$ cat src/rtl/util_meter_pkg.sv
package util_meter_pkg;

  localparam int NUM_LEDS = 8;

  // Utilization percentage that must be exceeded to light LED idx.
  function automatic int unsigned band_pct(input int idx);
    case (idx)
      0: band_pct = 1;
      1: band_pct = 2;
      2: band_pct = 4;
      3: band_pct = 8;
      4: band_pct = 16;
      5: band_pct = 32;
      6: band_pct = 64;
      default: band_pct = 80;
    endcase
  endfunction

  // Busy-cycle count that must be exceeded for LED idx (floor of win*pct/100).
  function automatic longint unsigned band_cycles(input int win_log2, input int idx);
    longint unsigned win;
    win = longint'(1) << win_log2;
    band_cycles = (win * longint'(band_pct(idx))) / 100;
  endfunction

endpackage

$ cat src/rtl/util_busy_counter.sv
module util_busy_counter #(
  parameter int WIN_LOG2 = 20,
  localparam int CW = WIN_LOG2 + 1
) (
  input  logic          clk,
  input  logic          rst,
  input  logic          crs,
  output logic [CW-1:0] busy_latched,
  output logic          win_done
);

  localparam logic [CW-1:0] WIN_CYCLES = CW'(1) << WIN_LOG2;

  logic [WIN_LOG2-1:0] pos_q;
  logic [CW-1:0]       busy_q;
  logic                win_last;

  assign win_last = &pos_q;

  always_ff @(posedge clk) begin
    if (rst) begin
      pos_q        <= '0;
      busy_q       <= '0;
      busy_latched <= '0;
      win_done     <= 1'b0;
    end else begin
      pos_q    <= pos_q + 1'b1;
      win_done <= win_last;
      if (win_last) begin
        busy_latched <= busy_q + CW'(crs);
        busy_q       <= '0;
      end else if (crs) begin
        busy_q <= busy_q + 1'b1;
      end
    end
  end

  // busy cycles so far can never outnumber the cycles elapsed in the window
  assert_busy_bounded_R3: assert property (@(posedge clk) disable iff (rst)
    busy_q <= {1'b0, pos_q});

  // the window-end pulse lasts a single cycle
  assert_single_done_R2: assert property (@(posedge clk) disable iff (rst)
    win_done |=> !win_done);

  // a latched count never exceeds the window length
  assert_latch_in_range_R3: assert property (@(posedge clk) disable iff (rst)
    win_done |-> busy_latched <= WIN_CYCLES);

  // the running count moves only on carrier or at the window boundary
  assert_count_only_on_crs_R3: assert property (@(posedge clk) disable iff (rst)
    (busy_q != $past(busy_q)) |-> ($past(crs) || $past(win_last)));

endmodule

$ cat src/rtl/util_band_encoder.sv
module util_band_encoder
  import util_meter_pkg::*;
#(
  parameter int WIN_LOG2 = 20,
  localparam int CW = WIN_LOG2 + 1
) (
  input  logic [CW-1:0]       busy,
  output logic [NUM_LEDS-1:0] bar_on
);

  for (genvar i = 0; i < NUM_LEDS; i++) begin : g_band
    localparam logic [CW-1:0] LIMIT = CW'(band_cycles(WIN_LOG2, i));
    assign bar_on[i] = busy > LIMIT;
  end

endmodule

$ cat src/rtl/util_bar_display.sv
module util_bar_display
  import util_meter_pkg::*;
(
  input  logic                clk,
  input  logic                rst,
  input  logic                load,
  input  logic [NUM_LEDS-1:0] bar_on,
  output logic [NUM_LEDS-1:0] act_n
);

  logic [NUM_LEDS-1:0] lit;
  assign lit = ~act_n;

  always_ff @(posedge clk) begin
    if (rst)       act_n <= '1;
    else if (load) act_n <= ~bar_on;
  end

  // the display moves only on the cycle after a window closes
  assert_hold_between_updates_R6: assert property (@(posedge clk) disable iff (rst)
    !$past(load) |-> $stable(act_n));

  // lit LEDs form a solid bar from bit 0 with no gaps
  assert_solid_bar_R5: assert property (@(posedge clk) disable iff (rst)
    (lit & (lit + 1'b1)) == '0);

endmodule

$ cat src/rtl/util_meter.sv
module util_meter
  import util_meter_pkg::*;
#(
  parameter int WIN_LOG2 = 20
) (
  input  logic       clk,
  input  logic       rst,
  input  logic       crs,
  output logic [7:0] act_n
);

  localparam int CW = WIN_LOG2 + 1;

  logic [CW-1:0]       busy_latched;
  logic                win_done;
  logic [NUM_LEDS-1:0] bar_on;

  util_busy_counter #(.WIN_LOG2(WIN_LOG2)) u_count (
    .clk          (clk),
    .rst          (rst),
    .crs          (crs),
    .busy_latched (busy_latched),
    .win_done     (win_done)
  );

  util_band_encoder #(.WIN_LOG2(WIN_LOG2)) u_band (
    .busy   (busy_latched),
    .bar_on (bar_on)
  );

  util_bar_display u_disp (
    .clk    (clk),
    .rst    (rst),
    .load   (win_done),
    .bar_on (bar_on),
    .act_n  (act_n)
  );

  // a fully busy window lights the whole bar
  assert_full_window_R8: assert property (@(posedge clk) disable iff (rst)
    (win_done && busy_latched == (CW'(1) << WIN_LOG2)) |=> act_n == 8'h00);

  // all LEDs stay dark during reset
  assert_reset_dark_R1: assert property (@(posedge clk)
    $past(rst) |-> act_n == 8'hFF);

endmodule

$ cat config.mk
export PLATFORM = sky130hd
export DESIGN_NAME = util_meter
export DESIGN_NICKNAME = d
export VERILOG_FILES = /design/src/rtl/util_meter_pkg.sv /design/src/rtl/util_busy_counter.sv /design/src/rtl/util_band_encoder.sv /design/src/rtl/util_bar_display.sv /design/src/rtl/util_meter.sv
export SDC_FILE = /design/constraint.sdc
export NUM_CORES = 1
export LEC_CHECK = 0
export ABC_AREA = 1
export BUFFER_PORTS_ARGS = -buffer_cell sky130_fd_sc_hd__buf_4
export CORE_ASPECT_RATIO = 1.2
export CORE_MARGIN = 4
export CORE_UTILIZATION = 35
export DETAILED_ROUTE_END_ITERATION = 12
export PLACE_DENSITY = 0.62
export SETUP_SLACK_MARGIN = 0.02
export SLEW_MARGIN = 20
export SYNTH_ARGS = -nofsm -noshare
export SYNTH_HDL_FRONTEND = slang
export SYNTH_SLANG_ARGS = --single-unit
$ cat constraint.sdc
create_clock -name clk -period 1.49 [get_ports clk]
set_clock_uncertainty 0.05 [all_clocks]
set_input_delay 0.149 -clock clk [delete_from_list [all_inputs] [get_ports clk]]
set_output_delay 0.149 -clock clk [all_outputs]
set_load 0.01 [all_outputs]
==> impl_metrics.py <==
metrics = {
    "synthesis": {
        "synthFlopType": "dfxtp_1",
        "ys_ff_latch": 71,
        "synth_nets": 692,
        "synthArstFlopShare_pct": 0,
        "ys_types": 37,
        "synth.most_common_cell": "nand2_1",
        "synth_cells": 685,
        "synth_top_area_share_pct": 32.37,
        "synth_compound_area_share_pct": 9.718,
        "synthSimpleGateAreaFrac_pct": 41.92,
        "synth-adder-area-share_pct": 1.140,
        "yosysSeqAreaShare_pct": 32.37,
        "synth_edf_count": 0,
        "synth-xor-area-share_pct": 5.985,
        "avgSynthCellArea_sq_um": 6.409,
        "synth_area_leaders": "dfxtp_1 (32%), nand2_1 (17%), nor2_1 (9.6%)",
        "synth_top_family_by_area": "simple AND/OR/NAND/NOR gates",
        "ys_warn_count": 0,
        "syn_area_sq_um": 4390,
        "synth_common_cells": "nand2_1 (193), nor2_1 (112), dfxtp_1 (71)",
        "muxShareOfSynthArea_pct": 0.2280,
        "synth_top_area_cell": "dfxtp_1",
    },
    "finish": {
        "post_layout_nonfiller_instances": 961,
        "post-route-util_pct": 50.75,
        "diodes": 0,
        "syn2layout_area_growth_pct": 40.64,
        "final_area_sq_um": 6175,
        "finalNetCount": 802,
        "drive_above_1_share_pct": 35.25,
    },
    "drt": {
        "dr_total_vias": 4858,
        "dr.pass1.iters": 6,
        "via_per_inst": 5.055,
        "routed_wl_um": 14040,
        "drtIter0Drc": 312,
        "drc_errors": 0,
        "wl_per_cell_um": 14.61,
        "drtAntennaViolNets": 0,
    },
    "cts": {
        "cts.sinks": 71,
        "clk_pin_slew_ns": 0.06,
        "cts.htree.levels": 3,
        "clock_latency_ns": 0.33,
        "cts_buffer_depth": 2,
        "root_buffer": "clkbuf_16",
        "holdBufCountCts": 0,
        "numCtsBuffers": 9,
        "cts_tree": "done",
    },
    "worst_setup_path": {
        "crit_start": "u_count.busy_q[7]",
        "worstPathMaxFanout": 4,
        "rrSetupSlack_ns": -0.09,
        "rr_startpoint": "u_count.busy_q[7]",
        "critPathCapture": "u_count.busy_latched[15]",
        "reg2reg_to": "u_count.busy_latched[15]",
        "worstPathArrival_ns": 1.75,
        "cp-end-kind": "flop",
        "start_kind": "flop",
        "cp.required_ns": 1.66,
        "crit_type": "reg2reg",
        "reg2reg_depth": 8,
    },
    "floorplanning": {
        "fp.dieW_um": 110.2,
        "ios": 11,
        "die_h_um": 130.7,
        "dieArea_sq_um": 14410,
        "rows": 44,
        "core-area_sq_um": 12170,
        "start_util_pct": 36.09,
    },
    "power_and_ir_drop": {
        "power.density_nw_per_um2": 661.7,
        "switching_power_mw": 0.9425,
        "p_int_mw": 3.143,
        "pwr-share-seq_pct": 47.0,
        "ir_drop_mv": 0.3810,
        "p_leak_nw": 2.510,
        "swShare_pct": 23.07,
        "p_comb_share_pct": 3.8,
        "clkPwrFrac_pct": 49.2,
        "totalPowerFinal_mw": 4.085,
    },
    "global_routing": {
        "grt-ovfl-total": 0,
        "grt_pass1_wl_um": 22600,
        "antenna_found_initial": 0,
        "grt_max_degree": 23,
        "grt_use_total_pct": 19.96,
        "first_global_vias": 4719,
    },
    "run_status": {
        "status": "complete, but fails checks",
        "violations": "setup timing",
    },
    "hold_path": {
        "min_path_type": "in2reg",
    },
    "flow_run": {
        "drv_cap": 0,
    },
    "sta": {
        "finalHoldWorstSlack_ns": 0.02342,
        "finalCritPeriodShare_pct": 106.0,
        "setup_viol": 38,
        "maxSlewViolCount": 0,
        "min_period_ns": 1.579,
        "finalHoldViolCount": 0,
        "rsz0062_at_grt": "yes",
        "max_slew_margin_pct": 44.80,
        "layout_setup_ws_ns": -0.08931,
        "max_freq_ghz": 0.6332,
        "finalSetupTns_ns": -1.383,
        "worstMarginPinSlew_ns": 0.8270,
    },
    "placement": {
        "hpwlAfterDp_um": 10380,
        "port_buffers": 10,
        "post_dp_cell_area_sq_um": 5315,
        "post-place-ws_ns": -0.1263,
        "routabilityCongestion": 0.9087,
        "numPlacedInstances": 930,
    },
}
logic make-up after synthesis:
kind of cell,Yosys count
flops,71
buf+inv,89
xor+xnor,30
mux,1
simple gates,419
compound gates,71
fa+ha+maj,4
sequential cells by signal (all words and copies together), names as in the netlist:
signal                flops
u_disp.act_n              8
u_count.pos_q            20
u_count.busy_latched     21
u_count.win_done          1
u_count.busy_q           21
per-layer routing:
layer	track usage, %	part of all wire (%)	vias to the layer above
met2	34.18	50	132
met3	3.047	4.1	44
li1	-	-	2435
met4	10.14	4.6	0
met1	24.12	41	2247
met5	0	0	-
cells in the final DEF, fill, tap and decap left out, drive strengths merged:
cell type | netlist | layout
nor4 | 2 | 2
clkbuf | 5 | 10
nor2 | 120 | 120
inv | 72 | 73
mux2i | 1 | 1
nor3 | 26 | 26
nor3b | 1 | 1
buf | 11 | 110
clkinvlp | 0 | 3
ha | 4 | 4
nand3b | 2 | 2
a211oi | 1 | 1
clkinv | 1 | 3
dfxtp | 71 | 71
xor2 | 24 | 24
o21a | 1 | 1
a31oi | 3 | 3
o21bai | 1 | 1
xnor2 | 6 | 6
and2 | 1 | 1
nand4 | 17 | 17
nand3 | 54 | 54
a21oi | 31 | 31
nand2 | 195 | 200
or2 | 1 | 1
o21ai | 34 | 34
power by group through the flow:
stage	Combinational (mW)	Clock, mW	Sequential (mW)
final	0.154	2.01	1.92
after global routing	0.166	2.13	1.92
after CTS	0.143	2.03	1.92
after detailed placement	0.123	0	1.97
after global placement	0.118	0	1.97
after floorplan	0.0797	0	1.97
cell type report:
type | count | area, sq um
fill | 1192 | 5992
inverter | 73 | 276.5
clock buffer | 10 | 239.0
sequential | 71 | 1454
timing repair buffer | 110 | 869.6
multi-input combinational | 530 | 3089
clock inverter | 6 | 45.04
tap | 161 | 201.4
worst min-delay path by stage:
stage	start	end	depth (start not counted)	slack, ns
4_1_cts	rst	u_disp.act_n[5]	3	0.02
3_5_place_dp	rst	u_disp.act_n[5]	3	0.36
2_1_floorplan	crs	u_count.busy_q[1]	2	0.27
5_1_grt	rst	u_disp.act_n[5]	3	0.03
3_3_place_gp	rst	u_disp.act_n[5]	3	0.36
6_report	rst	u_disp.act_n[5]	3	0.02
critical path, cell delays in order, from the launching register on:
cell and delay (ns):
dfxtp_1 0.40, nand2_1 0.15, nor2_1 0.20, buf_4 0.15
nand2_1 0.08, o21ai_1 0.20, nand2_1 0.10, nand2_1 0.10
o21ai_2 0.05
what timing repair did:
item / in CTS / in global routing
endpoints found under the setup margin: 52 / 63
pin swaps: 7 / 21
endpoints found under the hold margin: 0 / 0
cloned: 4 / 1
gates resized for setup: 31 / 117
buffers inserted: 6 / 4
No activity file was read; power rests on OpenSTA's default activity.
